**config.mk**
```make
export PLATFORM = sky130hd
export DESIGN_NAME = xbus_arbiter
export DESIGN_NICKNAME = d
export VERILOG_FILES = /design/src/rtl/xbus_arb_pkg.sv /design/src/rtl/xbus_ext_qual.sv /design/src/rtl/xbus_dma_policy.sv /design/src/rtl/xbus_owner_fsm.sv /design/src/rtl/xbus_arbiter.sv
export SDC_FILE = /design/constraint.sdc
export NUM_CORES = 1
export LEC_CHECK = 0
export ABC_AREA = 1
export BUFFER_PORTS_ARGS = -buffer_cell sky130_fd_sc_hd__buf_4
export CAP_MARGIN = 20
export CORE_AREA = 2 2 39 41
export CTS_BUF_LIST = sky130_fd_sc_hd__clkbuf_8
export DETAILED_ROUTE_END_ITERATION = 8
export DIE_AREA = 0 0 41 43
export PLACE_DENSITY_LB_ADDON = 0.05
export SLEW_MARGIN = 20
export SYNTH_ARGS = -nofsm -noshare
export SYNTH_HDL_FRONTEND = slang
export SYNTH_HIERARCHICAL = 1
export SYNTH_SLANG_ARGS = --single-unit
```
**constraint.sdc**
```tcl
create_clock -name clk -period 1.3 [get_ports clk]
set_clock_uncertainty 0.15 [all_clocks]
set_input_delay 0.195 -clock clk [delete_from_list [all_inputs] [get_ports clk]]
set_output_delay 0.195 -clock clk [all_outputs]
set_load 0.03 [all_outputs]
```
**src/rtl/xbus_arb_pkg.sv**
```systemverilog
package xbus_arb_pkg;

    localparam int MODE_W  = 2;
    localparam int OWNER_W = 2;

    typedef enum logic [MODE_W-1:0] {
        DM_NORMAL = 2'd0,
        DM_STEAL  = 2'd1,
        DM_BLOCK  = 2'd2,
        DM_BURST  = 2'd3
    } dma_mode_e;

    typedef enum logic [OWNER_W-1:0] {
        OWN_IDLE = 2'd0,
        OWN_CPU  = 2'd1,
        OWN_DMA  = 2'd2,
        OWN_EXT  = 2'd3
    } owner_e;

    typedef struct packed {
        logic beat;
        logic block;
        logic xfer;
    } dma_evt_t;

    typedef struct packed {
        logic ext;
        logic dma;
        logic cpu;
    } req_vec_t;

    // True when the strobe that ends a tenure in this mode is present
    function automatic logic end_reached(dma_mode_e m, dma_evt_t e);
        case (m)
            DM_NORMAL, DM_STEAL: return e.beat;
            DM_BLOCK:            return e.block;
            default:             return e.xfer;
        endcase
    endfunction

    // Only the long-tenure modes may step aside for the processor
    function automatic logic may_yield(dma_mode_e m);
        return (m == DM_BLOCK) || (m == DM_BURST);
    endfunction

endpackage

```
**src/rtl/xbus_ext_qual.sv**
```systemverilog
module xbus_ext_qual (
    input  logic req_n,
    input  logic enable,
    output logic active
);
    // Off-chip request counts only while enabled
    assign active = enable & ~req_n;
endmodule

```
**src/rtl/xbus_dma_policy.sv**
```systemverilog
module xbus_dma_policy
    import xbus_arb_pkg::*;
(
    input  logic [MODE_W-1:0] mode,
    input  dma_evt_t          evt,
    input  logic              yield_en,
    input  logic              cpu_pending,
    input  logic              cyc_done,
    input  logic              dma_req,
    output logic              release_o
);
    dma_mode_e m;
    logic      end_hit;
    logic      yield_hit;

    assign m = dma_mode_e'(mode);

    always_comb begin
        end_hit   = end_reached(m, evt);
        yield_hit = yield_en & cpu_pending & may_yield(m);
        // A withdrawn request frees the bus; otherwise wait for a cycle boundary
        release_o = ~dma_req | (cyc_done & (end_hit | yield_hit));
    end
endmodule

```
**src/rtl/xbus_owner_fsm.sv**
```systemverilog
module xbus_owner_fsm
    import xbus_arb_pkg::*;
(
    input  logic     clk,
    input  logic     rst,
    input  req_vec_t req,
    input  logic     cyc_done,
    input  logic     dma_release,
    output owner_e   owner_o
);
    owner_e own_q, own_d;
    logic   turn_q, turn_d;

    always_comb begin
        own_d  = own_q;
        turn_d = turn_q;
        unique case (own_q)
            OWN_IDLE: begin
                if (req.ext)
                    own_d = OWN_EXT;
                else if (req.dma && !(turn_q && req.cpu))
                    own_d = OWN_DMA;
                else
                    own_d = OWN_CPU;
                if (own_d != OWN_EXT)
                    turn_d = 1'b0;
            end
            OWN_CPU: begin
                if ((req.ext || req.dma) && (cyc_done || !req.cpu))
                    own_d = OWN_IDLE;
            end
            OWN_DMA: begin
                if (dma_release) begin
                    own_d  = OWN_IDLE;
                    turn_d = 1'b1;
                end
            end
            OWN_EXT: begin
                if (!req.ext)
                    own_d = OWN_IDLE;
            end
            default: own_d = OWN_IDLE;
        endcase
    end

    always_ff @(posedge clk) begin
        if (rst) begin
            own_q  <= OWN_IDLE;
            turn_q <= 1'b0;
        end else begin
            own_q  <= own_d;
            turn_q <= turn_d;
        end
    end

    assign owner_o = own_q;


    turn_pass_chk: assert property (@(posedge clk) disable iff (rst)
        (own_q == OWN_IDLE && turn_q && req.cpu && !req.ext) |=> (own_q == OWN_CPU));


    idle_gap_chk: assert property (@(posedge clk) disable iff (rst)
        (own_q != OWN_IDLE && own_q != $past(own_q)) |-> ($past(own_q) == OWN_IDLE));
endmodule

```
**src/rtl/xbus_arbiter.sv**
```systemverilog
module xbus_arbiter
    import xbus_arb_pkg::*;
(
    input  logic              clk,
    input  logic              rst,
    input  logic              cpu_req,
    input  logic              dma_req,
    input  logic [MODE_W-1:0] dma_mode,
    input  logic              dma_yield,
    input  logic              dma_beat_done,
    input  logic              dma_block_done,
    input  logic              dma_xfer_done,
    input  logic              cyc_done,
    input  logic              ext_req_n,
    input  logic              ext_rel_en,
    output logic              gnt_cpu,
    output logic              gnt_dma,
    output logic              gnt_ext,
    output logic              rel_ack
);
    logic     ext_active;
    logic     dma_rel;
    req_vec_t req;
    dma_evt_t evt;
    owner_e   owner;

    assign evt = '{beat: dma_beat_done, block: dma_block_done, xfer: dma_xfer_done};
    assign req = '{ext: ext_active, dma: dma_req, cpu: cpu_req};

    xbus_ext_qual u_qual (
        .req_n  (ext_req_n),
        .enable (ext_rel_en),
        .active (ext_active)
    );

    xbus_dma_policy u_policy (
        .mode        (dma_mode),
        .evt         (evt),
        .yield_en    (dma_yield),
        .cpu_pending (cpu_req),
        .cyc_done    (cyc_done),
        .dma_req     (dma_req),
        .release_o   (dma_rel)
    );

    xbus_owner_fsm u_fsm (
        .clk         (clk),
        .rst         (rst),
        .req         (req),
        .cyc_done    (cyc_done),
        .dma_release (dma_rel),
        .owner_o     (owner)
    );

    // Reset masks every grant in the same cycle
    always_comb begin
        gnt_cpu = !rst && (owner == OWN_CPU);
        gnt_dma = !rst && (owner == OWN_DMA);
        gnt_ext = !rst && (owner == OWN_EXT);
        rel_ack = !rst && (owner == OWN_EXT);
    end


    always_comb begin
        if (rst) begin
            rst_quiet_chk: assert (!gnt_cpu && !gnt_dma && !gnt_ext && !rel_ack);
        end
    end


    single_owner_chk: assert property (@(posedge clk) disable iff (rst)
        ($rose(gnt_cpu) || $rose(gnt_dma) || $rose(gnt_ext)) |-> $past(!(gnt_cpu || gnt_dma || gnt_ext)));


    ext_gate_chk: assert property (@(posedge clk) disable iff (rst)
        (!ext_rel_en && !gnt_ext) |=> !gnt_ext);


    cpu_hold_chk: assert property (@(posedge clk) disable iff (rst)
        (gnt_cpu && cpu_req && !cyc_done) |=> gnt_cpu);


    dma_hold_chk: assert property (@(posedge clk) disable iff (rst)
        (gnt_dma && dma_req && !cyc_done) |=> gnt_dma);


    single_mode_hold_chk: assert property (@(posedge clk) disable iff (rst)
        (gnt_dma && dma_req && dma_mode[1] == 1'b0 && !dma_beat_done) |=> gnt_dma);


    burst_hold_chk: assert property (@(posedge clk) disable iff (rst)
        (gnt_dma && dma_req && dma_mode == 2'd3 && !dma_xfer_done && !(dma_yield && cpu_req))
        |=> gnt_dma);


    ack_drop_chk: assert property (@(posedge clk) disable iff (rst)
        (gnt_ext && (ext_req_n || !ext_rel_en)) |=> !rel_ack);
endmodule

```
==> results of run 1 <==
==> cells by family after synthesis <==
kind of cell,Yosys count,synth area share
compound gates,4,0.0957
buf+inv,16,0.222
flops,3,0.209
simple gates,34,0.474
==> critical path, stage by stage (launching register included) <==
cell	delay (ns)
dfxtp_4	0.37
nand2_2	0.07
nor2_4	0.12
buf_6	0.14
==> state kept, by name (all words and copies together), names as in the netlist <==
name           flops
u_fsm/owner_o      2
u_fsm/turn_q       1
==> power by group through the flow <==
stage / Sequential (mW) / Combinational [mW] / Clock, mW
final: 0.126 / 0.138 / 0.257
after global routing: 0.128 / 0.158 / 0.280
after CTS: 0.124 / 0.138 / 0.267
after detailed placement: 0.123 / 0.137 / 0
after global placement: 0.125 / 0.139 / 0
after floorplan: 0.119 / 0.0841 / 0
==> layer usage <==
layer / routed length, microns / share of wire / vias to the layer above
met5: 0 / 0 / -
met4: 16 / 0.024 / 0
met3: 52 / 0.079 / 2
met2: 296 / 0.45 / 14
met1: 290 / 0.44 / 132
li1: - / - / 202
==> final timing paths <==
check	cells after the start	slack, ns	endpoint	start
worst min register to register	2	0.32	u_fsm/turn_q$_SDFFE_PP0P_	u_fsm/turn_q$_SDFFE_PP0P_
worst max-delay path	3	0.04	gnt_ext	u_fsm/owner_o[1]$_SDFFE_PP0P_
worst min-delay path	2	0.05	u_fsm/owner_o[1]$_SDFFE_PP0P_	rst
worst max register to register	7	0.28	u_fsm/owner_o[0]$_SDFFE_PP0P_	u_fsm/owner_o[0]$_SDFFE_PP0P_
==> through the flow <==
step / cell area (sq um) / worst slack [ns]
global placement: 428 / 0.0706
finish: 490 / 0.0407
floorplan: 295 / 0.0374
detailed placement: 428 / 0.0616
CTS: 478 / 0.0199
global route: 490 / -0.00151
==> cell type report <==
cell class	count	area, sq um	share of cell area
clock inverters	1	3.75	0.00765
flip-flops and latches	3	67.6	0.138
repair buffers	16	128	0.260
multi-input cells	38	174	0.355
well taps	16	20.0	0.0408
inverters	15	56.3	0.115
clock buffers	3	41.3	0.0842
==> what timing repair did <==
item | 4_1_cts | 5_1_grt
gates resized for setup | 3 | 4
hold endpoints to repair | 0 | 0
setup endpoints to repair | 3 | 2
pin swaps | 0 | 1
==> layout by cell type (no fill, tap or decap), types with 2 or more instances in the layout <==
master,Yosys,final
nand2_1,23,22
inv_1,14,15
buf_4,1,14
nand3_1,5,5
nor2_1,5,4
clkbuf_8,0,3
buf_6,0,2
a21oi_1,2,2
dfxtp_4,0,2
==> results.ini, run 1 <==
[floorplan]
die_w_microns = 41
coreArea_sq_um = 1380
die_area_sq_um = 1760
rows = 14
io_pins = 17
initial_core_util = 0.208
die_y_microns = 43

[clocking]
clockRootBuffer = clkbuf_8
clk_path_buf_depth = 2
ctsHtreeMaxLevel = 1
clk_latency_ns = 0.21
hold_buffers = 0
tritoncts = built
cts_setup_buffers = 0
clk_pin_slew_ns = 0.03
cts_made_buffers = 3
cts_sinks = 3

[yosys]
ys_warn_count = 6
synth-seq-cells = 3
synth_area_sq_um = 288
synth_top_cell_area_share = 0.300
ys.flop_type = dfxtp_1
ys_seq_area_frac = 0.209
synthCells = 57
synth_edf_count = 0
synth_top_cell_by_area = nand2_1
yosysUniqueCellTypes = 11
synthMostInstantiatedCell = nand2_1
syn_nets = 70
async_flop_share = 0
synthTopCellsByCount = 23 x nand2_1, 14 x inv_1, 5 x nand3_1, 5 x nor2_1, 3 x dfxtp_1
avgSynthCellArea_sq_um = 5.05
synthTopCellsByArea = nand2_1 30%, dfxtp_1 21%, inv_1 18%, nand3_1 8.7%, nor2_1 6.5%

[global_routing]
grt_use_met2 = 0.138
grt_max_degree = 9
grt-busiest-layer = met2
grt_pass1_vias = 292
overflow = 0
grt_first_pass_wirelength_microns = 1110
grt.total_usage = 0.0952
use_met1 = 0.105
global_route.usage.met3 = 0.0314
grt_antenna_before_repair = 0

[place]
placed_cells = 88
dp.final_hpwl_microns = 559
place.gp.congestion = 0.754
port_buffers = 16

[power_and_ir_drop]
max-vdd-ir-drop_uv = 701
switching_share = 0.282
pwr-share-seq = 0.242
power_density_nw_per_um2 = 1060
switchingPower_uw = 147
p_comb_frac = 0.265
p_clk_frac = 0.494
p_int_uw = 374
power_uw = 520
leakage_nw = 0.298

[cells_and_area]
fin_cells = 92
syn_to_final_growth_pct = 70.4
fin_util = 0.354
antenna_cells = 0
layout-drive-gt1-share = 0.355
n_fill_cell = 162
fin_nets = 90

[routing]
ant_nets = 0
firstDrtPassIters = 4
routed-via-count = 350
wl_microns = 655
drt_iter0_drc = 4
route.detailed.drc = 0
drt-vias-per-instance = 3.80
wl_per_cell_microns = 7.12

[outcome]
status = complete, no violations

[setup_path]
crit_required_ns = 0.95
start_kind = register
cp-end-kind = output pin
crit_arrival_ns = 0.91
crit_path_max_fanout = 8
critical_path_class = register to output pin

[sta]
tightest_slew_ns = 0.163
min_period_over_period = 0.969
drv_slew = 0
fmax_mhz = 794
max_slew_margin = 0.891
setup_violations = 0
setup_tns_ns = 0
min_period_ns = 1.26
hold_viol_final = 0
hold_slack_ns = 0.0472

[worst_hold_path]
hold_path_class = input port to register

[run]
maxCapViolCount = 0

No activity file was read; power rests on OpenSTA's default activity.
==> inputs of run 2 (changes only) <==
--- a/config.mk
+++ b/config.mk
@@ -16,5 +16,4 @@
 export SLEW_MARGIN = 20
 export SYNTH_ARGS = -nofsm -noshare
 export SYNTH_HDL_FRONTEND = slang
-export SYNTH_HIERARCHICAL = 1
 export SYNTH_SLANG_ARGS = --single-unit
==> results.ini, run 2 <==
[routing]
firstDrtPassIters = 2  ; -2
drt-vias-per-instance = 4.04  ; +6.3%
wl_microns = 769  ; +17%
ant_nets = 0  ; unchanged
routed-via-count = 380  ; +8.6%
wl_per_cell_microns = 8.18  ; +15%
route.detailed.drc = 0  ; unchanged
drt_iter0_drc = 6  ; +2

[cells_and_area]
syn_to_final_growth_pct = 88.4
largest_reg_flops = 2  ; unchanged
fin_cells = 94  ; +2.2%
fin_nets = 92  ; +2.2%
layout-drive-gt1-share = 0.487  ; +0.132
layout_commonest_cell = nand2_1
layout_common_cells = 18 x nand2_1, 16 x buf_4, 11 x inv_1
fin_util = 0.395  ; +0.0407
final_area_sq_um = 547  ; +11%
antenna_cells = 0  ; unchanged

[setup_path]
rr_endpoint = u_fsm.owner_o[1]$_SDFFE_PP0P_
crit_required_ns = 0.95  ; about the same
crit-reg2reg-launch = u_fsm.owner_o[0]$_SDFFE_PP0P_
r2r_slack_ns = 0.16  ; -0.12 ns
crit_path_max_fanout = 4  ; -4
critical_path_class = register to output pin
crit_path_max_incr_delay_ns = 0.36  ; about the same
path_buf_inv = 2  ; +1
path_cells = inv_4 > nand2_4 > nor2_4 > buf_6
worstRegToRegCells = 8  ; +1
path_delay_family = flip-flops
cp-end-kind = output pin
crit_arrival_ns = 0.93  ; +0.02 ns
start_kind = register
critPathSlowestCell = dfxtp_4

[power_and_ir_drop]
p_int_uw = 408  ; +9.2%
switchingPower_uw = 189  ; +29%
switching_share = 0.316  ; +0.0343
max-vdd-ir-drop_uv = 434  ; -38%
power_density_nw_per_um2 = 1090  ; +2.9%
power_uw = 597  ; +15%
p_comb_frac = 0.336  ; +0.071
leakage_nw = 0.328  ; +10%
p_clk_frac = 0.435  ; -0.059
pwr-share-seq = 0.229  ; -0.013

[place]
place_ws_ns = 0.126  ; +0.0648 ns
placed_cells = 87  ; -1.1%
dp.final_hpwl_microns = 609  ; +9.1%
port_buffers = 16  ; unchanged
place.gp.congestion = 0.679  ; -9.9%
placed_area_sq_um = 430  ; +0.58%

[floorplan]
rows = 14  ; unchanged
die_y_microns = 43  ; unchanged
coreArea_sq_um = 1380  ; unchanged
io_pins = 17  ; unchanged
initial_core_util = 0.210  ; +0.00181
die_w_microns = 41  ; unchanged
die_area_sq_um = 1760  ; unchanged

[clocking]
clk_latency_ns = 0.21  ; about the same
hold_buffers = 0  ; unchanged
clockRootBuffer = clkbuf_8
ctsHtreeMaxLevel = 1  ; unchanged
cts_made_buffers = 3  ; unchanged
tritoncts = built
cts_sinks = 3  ; unchanged
clk_pin_slew_ns = 0.03  ; about the same
clk_path_buf_depth = 2  ; unchanged

[sta]
setup_ws_ns = 0.0293  ; -0.0114 ns
max_slew_margin = 0.860  ; -0.0311
min_period_over_period = 0.977  ; +0.00875
drv_slew = 0  ; unchanged
hold_slack_ns = 0.159  ; +0.112 ns
rsz0062_at_grt = yes
min_period_ns = 1.27  ; +0.0114 ns
setup_violations = 0  ; unchanged
setup_tns_ns = 0  ; unchanged
fmax_mhz = 787  ; -0.90%
tightest_slew_ns = 0.208  ; +0.0450 ns
hold_viol_final = 0  ; unchanged

[yosys]
synthTopCellsByArea = nand2_1 26%, dfxtp_1 21%, inv_1 14%, nor2_1 10%, nand2_2 6.5%
synth_top_cell_area_share = 0.259  ; -0.0414
synth-seq-cells = 3  ; unchanged
syn_nets = 69  ; -1.4%
synth_area_sq_um = 290  ; +0.87%
synth_edf_count = 0  ; unchanged
synthTopCellsByCount = 20 x nand2_1, 11 x inv_1, 8 x nor2_1
ys_warn_count = 0  ; -6
ys_seq_area_frac = 0.207  ; -0.00180
synth_top_cell_by_area = nand2_1
ys.flop_type = dfxtp_1
async_flop_share = 0  ; unchanged
synthCells = 56  ; -1.8%
yosysUniqueCellTypes = 13  ; +2
synthMostInstantiatedCell = nand2_1
avgSynthCellArea_sq_um = 5.18  ; +2.7%

[worst_hold_path]
hp-start = rst
hold_path_class = input port to register
whs_path_depth = 4  ; +2
min_to = u_fsm.owner_o[0]$_SDFFE_PP0P_

[global_routing]
grt_pass1_vias = 351  ; +20%
grt_max_degree = 7  ; -2
grt_first_pass_wirelength_microns = 1280  ; +16%
grt.total_usage = 0.109  ; +0.0141
overflow = 0  ; unchanged
grt_antenna_before_repair = 0  ; unchanged

[outcome]
status = complete, no violations

[run]
maxCapViolCount = 0  ; unchanged

run 2: changes by cell type after synthesis, sizes merged:
cell	before	now
nand3	5	1
nor2	6	9
inv	15	13
o21ai	0	2
nor3	0	1
o21a	1	0
run 2: area by class of cell:
type / count / area (sq um)
Clock buffer: 3 / 41.3
Clock inverter: 1 / 3.75
Fill cell: 170 / 837
Inverter: 13 / 51.3
Multi-Input combinational cell: 39 / 209
Sequential cell: 3 / 67.6
Tap cell: 16 / 20.0
Timing Repair Buffer: 19 / 154
run 2: worst max-delay path by stage:
stage,startpoint,endpoint,slack (ns),cells after the start
finish,u_fsm.owner_o[0]$_SDFFE_PP0P_,gnt_dma,0.03,4
global route,u_fsm.owner_o[0]$_SDFFE_PP0P_,gnt_dma,-0.01,4
CTS,u_fsm.owner_o[1]$_SDFFE_PP0P_,rel_ack,0.002,3
detailed placement,u_fsm.owner_o[0]$_SDFFE_PP0P_,gnt_dma,0.13,4
global placement,u_fsm.owner_o[0]$_SDFFE_PP0P_,gnt_dma,0.14,4
floorplan,u_fsm.owner_o[1]$_SDFFE_PP0P_,rel_ack,-0.03,3
run 2: layer usage:
layer | track usage | share of wire
met1 | 0.106 | 0.36
met2 | 0.175 | 0.55
met3 | 0.0576 | 0.091
met4 | 0.0600 | 0
met5 | 0 | 0
run 2: tightest hold or removal path, cell delays in order:
cell     delay [ns]
buf_4          0.15
inv_1          0.05
nand2_1        0.05
inv_1          0.04
run 2: timing repair:
| item | in CTS | in global routing |
|---|---|---|
| setup endpoints to repair | 3 | 3 |
| resized for setup | 9 | 7 |
| setup buffers | 1 | 2 |
| pin swaps | 1 | 3 |
run 2: cells by family after synthesis:
logic type      count (synthesis)  synth area share
buf+inv                        14             0.194
flops                           3             0.207
simple gates                   34             0.500
compound gates                  5            0.0991
run 2: power groups by stage:
stage               clock [mW]  combinational [mW]  sequential, mW
global placement             0               0.169           0.122
global route             0.278               0.226           0.139
finish                   0.260               0.201           0.136
floorplan                    0               0.108           0.119
detailed placement           0               0.166           0.122
CTS                      0.268               0.185           0.128
